## config.mk

```make
export PLATFORM = sky130hd
export DESIGN_NAME = tw_ctrl_rx
export DESIGN_NICKNAME = d
export VERILOG_FILES = /design/src/rtl/tw_pkg.sv /design/src/rtl/tw_sync.sv /design/src/rtl/tw_shreg.sv /design/src/rtl/tw_frame_ctrl.sv /design/src/rtl/tw_ctrl_rx.sv
export SDC_FILE = /design/constraint.sdc
export NUM_CORES = 1
export LEC_CHECK = 0
export ABC_AREA = 0
export CORE_AREA = 3 3 94 60
export DETAILED_ROUTE_END_ITERATION = 7
export DIE_AREA = 0 0 97 63
export DONT_BUFFER_PORTS = 1
export HOLD_SLACK_MARGIN = 0.02
export PLACE_DENSITY = 0.85
export SLEW_MARGIN = 30
export SYNTH_ARGS = -nofsm -noshare
export SYNTH_HDL_FRONTEND = slang
export SYNTH_SLANG_ARGS = --single-unit
```

## constraint.sdc

```tcl
create_clock -name clk -period 2.42 [get_ports clk]
set_input_delay 0.363 -clock clk [delete_from_list [all_inputs] [get_ports clk]]
set_output_delay 0.363 -clock clk [all_outputs]
set_load 0.01 [all_outputs]
```

## src/rtl/tw_pkg.sv

```systemverilog
package tw_pkg;

  // One flag per holding-register transfer event, valid for one system clock.
  typedef struct packed {
    logic band;        // band group transfer
    logic div_full;    // divider transfer, all bits
    logic div_short;   // divider transfer, MSB cleared
    logic test;        // test group transfer
  } tw_load_t;

endpackage

```

## src/rtl/tw_sync.sv

```systemverilog
// Two-flop synchronizer bank for asynchronous bus lines.
module tw_sync #(
  parameter int W = 3
) (
  input  logic         clk,
  input  logic         rst_n,
  input  logic [W-1:0] din,
  output logic [W-1:0] lvl
);

  logic [W-1:0] meta_q;
  logic [W-1:0] sync_q;

  for (genvar i = 0; i < W; i++) begin : g_line
    always_ff @(posedge clk or negedge rst_n) begin
      if (!rst_n) begin
        meta_q[i] <= 1'b0;
        sync_q[i] <= 1'b0;
      end else begin
        meta_q[i] <= din[i];
        sync_q[i] <= meta_q[i];
      end
    end
  end

  assign lvl = sync_q;

endmodule

```

## src/rtl/tw_shreg.sv

```systemverilog
// Field shift register: MSB-first serial load under a shift enable.
module tw_shreg #(
  parameter int W = 4
) (
  input  logic         clk,
  input  logic         rst_n,
  input  logic         shift_en,
  input  logic         din,
  output logic [W-1:0] q
);

  logic [W-1:0] sr_q;
  logic [W-1:0] sr_d;

  always_comb begin
    sr_d = sr_q;
    if (shift_en) begin
      if (W > 1) sr_d = {sr_q[W-2:0], din};
      else       sr_d = din;
    end
  end

  always_ff @(posedge clk or negedge rst_n) begin
    if (!rst_n) sr_q <= '0;
    else        sr_q <= sr_d;
  end

  assign q = sr_q;

endmodule

```

## src/rtl/tw_frame_ctrl.sv

```systemverilog
// Frame sequencer: edge detection, pulse counting, field steering, transfer events.
module tw_frame_ctrl
  import tw_pkg::*;
#(
  parameter int BAND_W    = 4,
  parameter int DIV_W     = 15,
  parameter int TEST_W    = 7,
  parameter int FRAME_MAX = 34,
  parameter int CNT_W     = $clog2(FRAME_MAX + 2)
) (
  input  logic             clk,
  input  logic             rst_n,
  input  logic             en_lvl,
  input  logic             sck_lvl,
  output logic             sh_band,
  output logic             sh_div,
  output logic             sh_test,
  output tw_load_t         load,
  output logic [CNT_W-1:0] cnt_o
);

  localparam int DIV_HI  = BAND_W + DIV_W;
  localparam int TST_HI  = DIV_HI + TEST_W;
  localparam int CNT_SAT = FRAME_MAX + 1;

  localparam logic [CNT_W-1:0] C_BAND_END = CNT_W'(BAND_W);
  localparam logic [CNT_W-1:0] C_DIV_END  = CNT_W'(DIV_HI);
  localparam logic [CNT_W-1:0] C_DIV_SHRT = CNT_W'(DIV_HI - 1);
  localparam logic [CNT_W-1:0] C_TST_END  = CNT_W'(TST_HI);
  localparam logic [CNT_W-1:0] C_FRM_END  = CNT_W'(FRAME_MAX);
  localparam logic [CNT_W-1:0] C_SAT      = CNT_W'(CNT_SAT);

  logic             en_prev_q, sck_prev_q;
  logic             active_q, active_d;
  logic [CNT_W-1:0] cnt_q, cnt_d;
  logic             en_rise, en_fall, sck_rise, sck_fall;
  logic             take;
  logic [CNT_W-1:0] pulse_num;

  assign en_rise  =  en_lvl  & ~en_prev_q;
  assign en_fall  = ~en_lvl  &  en_prev_q;
  assign sck_rise =  sck_lvl & ~sck_prev_q;
  assign sck_fall = ~sck_lvl &  sck_prev_q;

  // A bit is taken on a rising serial clock inside an open frame, up to the limit.
  assign take      = active_q & sck_rise & (cnt_q != C_SAT);
  assign pulse_num = cnt_q + 1'b1;

  always_comb begin
    active_d = active_q;
    if (en_rise)      active_d = 1'b1;
    else if (en_fall) active_d = 1'b0;

    cnt_d = cnt_q;
    if (en_rise)   cnt_d = '0;
    else if (take) cnt_d = pulse_num;
  end

  always_comb begin
    sh_band = take & (pulse_num <= C_BAND_END);
    sh_div  = take & (pulse_num >  C_BAND_END) & (pulse_num <= C_DIV_END);
    sh_test = take & (pulse_num >  C_DIV_END)  & (pulse_num <= C_TST_END);

    load.band      = active_q & sck_fall & (cnt_q == C_BAND_END);
    load.div_full  = active_q & sck_fall & (cnt_q == C_DIV_END);
    load.div_short = active_q & en_fall  & (cnt_q == C_DIV_SHRT);
    load.test      = active_q & sck_fall & (cnt_q == C_FRM_END);
  end

  always_ff @(posedge clk or negedge rst_n) begin
    if (!rst_n) begin
      en_prev_q  <= 1'b0;
      sck_prev_q <= 1'b0;
      active_q   <= 1'b0;
      cnt_q      <= '0;
    end else begin
      en_prev_q  <= en_lvl;
      sck_prev_q <= sck_lvl;
      active_q   <= active_d;
      cnt_q      <= cnt_d;
    end
  end

  assign cnt_o = cnt_q;

  AST_CNT_BOUND: assert property (@(posedge clk) disable iff (!rst_n)
    cnt_q <= C_SAT);

  AST_NO_SHIFT_IDLE: assert property (@(posedge clk) disable iff (!rst_n)
    !active_q |-> !(sh_band | sh_div | sh_test));

endmodule

```

## src/rtl/tw_ctrl_rx.sv

```systemverilog
// Three-wire serial control receiver: top level with holding registers.
module tw_ctrl_rx
  import tw_pkg::*;
#(
  parameter int BAND_W    = 4,
  parameter int DIV_W     = 15,
  parameter int TEST_W    = 7,
  parameter int FRAME_MAX = 34,
  parameter int DIV_RST   = 256
) (
  input  logic              clk,
  input  logic              rst_n,
  input  logic              bus_en,
  input  logic              bus_clk,
  input  logic              bus_data,
  output logic [BAND_W-1:0] band_o,
  output logic [DIV_W-1:0]  div_o,
  output logic [TEST_W-1:0] test_o
);

  localparam int CNT_W = $clog2(FRAME_MAX + 2);
  localparam logic [CNT_W-1:0] C_BAND_END = CNT_W'(BAND_W);
  localparam logic [CNT_W-1:0] C_DIV_END  = CNT_W'(BAND_W + DIV_W);
  localparam logic [CNT_W-1:0] C_DIV_SHRT = CNT_W'(BAND_W + DIV_W - 1);
  localparam logic [CNT_W-1:0] C_FRM_END  = CNT_W'(FRAME_MAX);

  // Reset: asserted asynchronously, released on a clock edge.
  logic rst_meta_q, rst_sync_q;
  always_ff @(posedge clk or negedge rst_n) begin
    if (!rst_n) begin
      rst_meta_q <= 1'b0;
      rst_sync_q <= 1'b0;
    end else begin
      rst_meta_q <= 1'b1;
      rst_sync_q <= rst_meta_q;
    end
  end

  logic [2:0] line_lvl;
  tw_sync #(.W(3)) u_sync (
    .clk   (clk),
    .rst_n (rst_sync_q),
    .din   ({bus_en, bus_clk, bus_data}),
    .lvl   (line_lvl)
  );

  logic             sh_band, sh_div, sh_test;
  tw_load_t         load;
  logic [CNT_W-1:0] cnt;

  tw_frame_ctrl #(
    .BAND_W    (BAND_W),
    .DIV_W     (DIV_W),
    .TEST_W    (TEST_W),
    .FRAME_MAX (FRAME_MAX),
    .CNT_W     (CNT_W)
  ) u_ctrl (
    .clk     (clk),
    .rst_n   (rst_sync_q),
    .en_lvl  (line_lvl[2]),
    .sck_lvl (line_lvl[1]),
    .sh_band (sh_band),
    .sh_div  (sh_div),
    .sh_test (sh_test),
    .load    (load),
    .cnt_o   (cnt)
  );

  logic [BAND_W-1:0] band_sr;
  logic [DIV_W-1:0]  div_sr;
  logic [TEST_W-1:0] test_sr;

  tw_shreg #(.W(BAND_W)) u_band_sr (
    .clk(clk), .rst_n(rst_sync_q), .shift_en(sh_band), .din(line_lvl[0]), .q(band_sr));
  tw_shreg #(.W(DIV_W)) u_div_sr (
    .clk(clk), .rst_n(rst_sync_q), .shift_en(sh_div), .din(line_lvl[0]), .q(div_sr));
  tw_shreg #(.W(TEST_W)) u_test_sr (
    .clk(clk), .rst_n(rst_sync_q), .shift_en(sh_test), .din(line_lvl[0]), .q(test_sr));

  // Holding registers: each group updates only on its own transfer event.
  logic [BAND_W-1:0] band_q, band_d;
  logic [DIV_W-1:0]  div_q,  div_d;
  logic [TEST_W-1:0] test_q, test_d;

  always_comb begin
    band_d = band_q;
    if (load.band) band_d = band_sr;

    div_d = div_q;
    if (load.div_full)       div_d = div_sr;
    else if (load.div_short) div_d = {1'b0, div_sr[DIV_W-2:0]};

    test_d = test_q;
    if (load.test) test_d = test_sr;
  end

  always_ff @(posedge clk or negedge rst_sync_q) begin
    if (!rst_sync_q) begin
      band_q <= '0;
      div_q  <= DIV_W'(DIV_RST);
      test_q <= '0;
    end else begin
      band_q <= band_d;
      div_q  <= div_d;
      test_q <= test_d;
    end
  end

  assign band_o = band_q;
  assign div_o  = div_q;
  assign test_o = test_q;

  AST_BAND_AT_P4: assert property (@(posedge clk) disable iff (!rst_sync_q)
    (band_q != $past(band_q)) |-> ($past(cnt) == C_BAND_END));

  AST_DIV_AT_END: assert property (@(posedge clk) disable iff (!rst_sync_q)
    (div_q != $past(div_q)) |-> ($past(cnt) == C_DIV_END || $past(cnt) == C_DIV_SHRT));

  AST_SHORT_MSB_CLR: assert property (@(posedge clk) disable iff (!rst_sync_q)
    (div_q != $past(div_q) && $past(cnt) == C_DIV_SHRT) |-> !div_q[DIV_W-1]);

  AST_TEST_AT_END: assert property (@(posedge clk) disable iff (!rst_sync_q)
    (test_q != $past(test_q)) |-> ($past(cnt) == C_FRM_END));

endmodule

```

Yosys cells after proc, flatten, opt, wreduce, memory -nomap -nowiden
Cells that the tools add are included.

Eq/ne operators: 5. Muxes and demuxes: 6. Reduce and logical (&&, ||, !) cells: 3. Add/sub/neg operators: 1. Order comparisons: 5. Bitwise gates (word level): 21.

Operators with widths (number): $mux W15 (2); $and A1 B1 Y1 (17); $eq A6 B5 Y1 const B (2); $le A6 B5 Y1 const B (2); $mux W6 (2); $add A6 B1 Y6 const B (1); $eq A6 B3 Y1 const B (1); $eq A6 B6 Y1 const B (1); $gt A6 B3 Y1 const B (1); $gt A6 B5 Y1 const B (1); $le A6 B3 Y1 const B (1); $ne A6 B6 Y1 const B (1); $reduce_bool A2 Y1 (3); $not A1 Y1 (4); $mux W1 (2).

Word-level logic and storage cells: 59. Register bits: 69. Output and inout bits: 26. Input port bits: 5.

Depth between registers and ports, before layout
Depth after elaboration: 6. Gate-level depth with buffers: 9. Gate-level depth less buffers: 7.

Modules after synthesis
A second synthesis with hierarchy kept.

Cell total of the unflattened synthesis: 207. Area total of the unflattened synthesis: 3026.7 um^2.

By module, submodules not included: tw_ctrl_rx (area an instance 1067.3 um^2, times used 1, cells an instance 58, sequential area each 701.9 um^2); tw_frame_ctrl (area an instance 759.5 um^2, times used 1, cells an instance 88, sequential area each 225.2 um^2); tw_shreg (u_div_sr) (area an instance 613.1 um^2, times used 1, cells an instance 32, sequential area each 375.4 um^2); tw_shreg (u_test_sr) (area an instance 291.5 um^2, times used 1, cells an instance 15, sequential area each 175.2 um^2); tw_sync (area an instance 150.1 um^2, times used 1, cells an instance 6, sequential area each 150.1 um^2); tw_shreg (u_band_sr) (area an instance 145.1 um^2, times used 1, cells an instance 8, sequential area each 100.1 um^2).

Worst setup path before layout
Ideal clock, no wire load.

Path type: register to register. Start point: reg u_ctrl.cnt_q[0], in the netlist u_ctrl.cnt_o[0]. End point: reg u_div_sr.sr_q[10], in the netlist u_div_sr.q[10]. Clock period less this slack: 2.333 ns. Cell stages (with the launch flop): 10. Data required time: 2.295 ns. Buffers on the path: 2. Slack: 0.087 ns. Library setup time: 0.125 ns. Arrival: 2.208 ns. Cell sequence: dfrtp_1 buf_4 inv_1 ha_1 nor2b_1 o21ai_0 o211ai_1 a2111oi_4 buf_6 mux2_4.

Word-level cells in the longest chain between the ends: 4. Elaborated cells on any way between the ends: 7. Classes of those cells: 1 x add/sub; 2 x order compare; 1 x eq/ne; 3 x bitwise.

Ends and longest elaborated chain: start: declaration (line tw_frame_ctrl.sv:35) `logic [CNT_W-1:0] cnt_q, cnt_d;`; start signal: assignment (line tw_frame_ctrl.sv:80) `cnt_q <= cnt_d;`; $add A6 B1 Y6 / $ne A6 B6 Y1 (equally long branches) (line tw_frame_ctrl.sv:47, tw_frame_ctrl.sv:46); $gt A6 B3 Y1 / $and A1 B1 Y1 (equally long branches) (line tw_frame_ctrl.sv:61, tw_frame_ctrl.sv:46); $and A1 B1 Y1 (line tw_frame_ctrl.sv:61) `sh_div = take & (pulse_num > C_BAND_END) & (pulse_num <= C_DIV_END);`; $and A1 B1 Y1 * (line tw_frame_ctrl.sv:61); end signal: assignment (line tw_shreg.sv:25) `else sr_q <= sr_d;`; end: declaration (line tw_shreg.sv:12) `logic [W-1:0] sr_q;`.

Every way passes the cells marked *; elsewhere a longest branch is shown, timed or not. A chain may end at the register's enable or synchronous reset.

Final worst setup path
Start point: reg u_ctrl.cnt_q[1], in the netlist u_ctrl.cnt_o[1]. End point: reg u_div_sr.sr_q[3], in the netlist u_div_sr.q[3].

The elaborated chain is that of the path after synthesis.

==> metrics.md <==
| Metric | Value |
|---|---|
| Period minus WS final | `~2400 ps` |
| Syn Nets | `223` |
| Max-slew violations | `0` |
| Worst EP arrival | `about 2600 ps` |
| HPWL Detailed | `approximately 3500 um` |
| Most used cell, CP | `inv_1` |
| Worst Setup End Kind | `register` |
| CP max stage cell | `dfrtp_2` |
| CTS max path bufs | `2` |
| Mapped Cells | `~210` |
| Worst-skew pair later-pin latency | `around 340 ps` |
| Clock slew at reported path FFs | `about 70 ps` |
| Vias in the first global route | `between 1,500 and 2,000` |
| CORE AREA | `about 0.0049 mm2` |
| Share of layout cells above drive strength 1 | `a little under two fifths` |
| Synth Area per Inst | `~14 um2` |
| Total track usage | `between 10% and 20%` |
| Clk_skew | `about 11 ps` |
| Worst vdd ir | `roughly 0.00053 V` |
| DRC Markers | `0` |
| CP Buf/Inv Count | `4` |
| Worst setup slack after layout | `~53 ps` |
| Total congestion overflow | `0` |
| Initial Utilization | `between 50% and 60%` |
| Reg-to-reg slack, setup | `50 ps` |
| Yosys reg bits | `69` |
| Max-Cap Viols | `0` |
| Commonest cells after routing, fill and taps aside | `dfrtp_1, mux2_2, nor2_1` |
| Post-route ant nets | `0` |
| Clock sink count | `between 60 and 70` |
| Initial antenna violation count | `0` |
| DRT iter0 DRCs | `just under 80` |
| Max Fclk | `~0.42 GHz` |
| Dpl ws | `just over 40 ps` |
| First-pass GRT wire length | `~8200 um` |
| EDFF count, synth | `0` |
| Area contributors post-synth | `dfrtp_1, mux2_2, mux2_4` |
| Largest net degree at the start of global routing | `46` |
| Share of the synthesized area in the top cell type | `between 50% and 60%` |
| Layout net count | `between 200 and 250` |
| Root Buffer | `clkbuf_8` |
| Synthesized cell area | `slightly below 0.003 mm2` |
| Port bufs | `0` |
| Final hold vios | `0` |
| Antenna Cells | `0` |
| DR WL/cell | `roughly 17 um` |
| Cell leakage power | `between 1.5 and 2 nW` |
| Type of the worst min-delay path | `primary input to register` |
| Synth area leader | `dfrtp_1` |
| Final WL | `approximately 5000 um` |
| Vias | `about 1,700` |
| PD cells | `between 600 and 700 mW/mm2` |
| WHS | `48.20 ps` |
| Max-slew headroom | `around 65%` |
| Tcrit/Tclk final | `between 90% and 100%` |
| Num ports | `31` |
| Die W | `approximately 97 um` |
| Status | `finished clean` |
| Area Growth Syn to Fin | `12.83%` |
| Critical path peak fanout | `8` |
| Final setup vio count | `0` |
| Initial DRT Pass Iterations | `4` |
| Netlist cell types | `37` |
| Die height | `between 60 and 70 um` |
| Critical Path RT | `2650 ps` |
| Standard-cell rows | `20` |
| Critical path, cell by cell | `inv_1, ha_4, inv_1, o21ai_0, o211ai_1, a2111oi_4, buf_4, buf_12, mux2_2` |
| Warnings, synthesis | `0` |
| Routability cong. | `~0.86` |
| Most common cell after layout, fill and taps aside | `dfrtp_1` |
| Routed vias/inst | `between 5 and 6` |
| H-Tree Level Count | `3` |
| Die footprint | `just over 0.006 mm2` |
| Synth async-reset ratio | `100.0%` |
| Critical Path Source Type | `register` |
| Worst path max stage delay | `around 400 ps` |
| Most used flip-flop cell after synthesis | `dfrtp_1` |
| CP Class | `register to register` |
| Post-synthesis sequential area ratio | `approximately three fifths` |
| CTS tree | `built` |
| Total CTS buffers | `9` |
| Crit path max-delay family | `compound AO/OA/AOI/OAI gates` |
| Worst Max-Slew Pin Slew | `522.0 ps` |
[registers in the layout, indices dropped and copies added, names as in the netlist]
register           cells
band_o                 4
div_o                 15
rst_meta_q             1
rst_sync_q             1
test_o                 7
u_band_sr.q            4
u_ctrl.active_q        1
u_ctrl.cnt_o           6
u_ctrl.en_prev_q       1
u_ctrl.sck_prev_q      1
u_div_sr.q            15
u_sync.lvl             3
u_sync.meta_q          3
u_test_sr.q            7
[report_power, final]
group,leakage [nW],internal (mW),total [mW],switching [mW]
sequential,0.928,1.20,1.23,0.0353
clock,0.106,0.501,0.920,0.419
combinational,0.593,0.0576,0.116,0.0582
total,1.63,1.76,2.27,0.512
[synth_stat cells, types with 4 or more instances]
cell	number
nand2_1	9
xor2_1	4
ha_1	6
inv_1	7
nor2_1	13
nor2b_1	4
dfrtp_1	68
mux2_2	42
a21oi_1	5
mux2_4	10
[layout make-up]
class                      count  area (um2)
multi-input combinational    127        1152
clock inverter                 6       62.56
timing repair buffer          13       142.6
inverter                       7       26.28
tap                           66       82.58
clock buffer                  10       137.6
fill                         343        1595
sequential                    69        1730
[path summary, 6_finish.rpt]
path,from,depth (start not counted),endpoint
hold reg to reg,rst_sync_q,0,div_o[6]
setup reg to reg,u_ctrl.cnt_o[1],9,u_div_sr.q[3]
setup / recovery,u_ctrl.cnt_o[1],9,u_div_sr.q[3]
min in group asynchronous,rst_sync_q,0,div_o[6]
max in group asynchronous,rst_sync_q,1,div_o[8]
hold / removal,bus_en,0,u_sync.meta_q[2]
[stage by stage]
| step | setup TNS (ps) | total power, mW | cells | cell area (um2) | utilization [%] |
|---|---|---|---|---|---|
| finish | 0 | 2.268 | 298 | 3334 | 67.64 |
| detailed placement | 0 | 1.363 | 277 | 3060 | 62.08 |
| floorplan | 0 | 1.328 | 212 | 2955 | - |
| CTS | 0 | 2.287 | 294 | 3271 | 66.35 |
| global placement | 0 | 1.356 | 277 | 3060 | 62.08 |
| global route | -223.1 | 2.370 | 298 | 3334 | 67.64 |
[cells by family (layout without fill, tap and decap cells)]
| group | count (synthesis) | count (layout) | share of synthesized area, % |
|---|---|---|---|
| flops | 69 | 69 | 58.47 |
| simple gates | 41 | 41 | 7.197 |
| xor+xnor | 7 | 7 | 2.329 |
| compound gates | 20 | 20 | 5.208 |
| fa+ha+maj | 6 | 6 | 2.540 |
| buf+inv | 16 | 36 | 3.048 |
| mux | 52 | 52 | 21.08 |
| other cells | 1 | 1 | 0.1269 |
[what timing repair did]
item	4_1_cts	5_1_grt
setup buffers	0	3
setup endpoints to repair	0	25
endpoints found under the hold margin	2	0
resized for setup	0	3
hold buffers	1	0
[per-layer routing]
layer  global-route usage (%)  vias up  wire length (um)
li1                         -      769                 -
met1                    23.74      813              2255
met2                    25.26       63              2289
met3                    8.138        6               462
met4                    6.305        0                52
met5                        0        -                 0
Note: power is estimated with default switching activity, not from simulation.
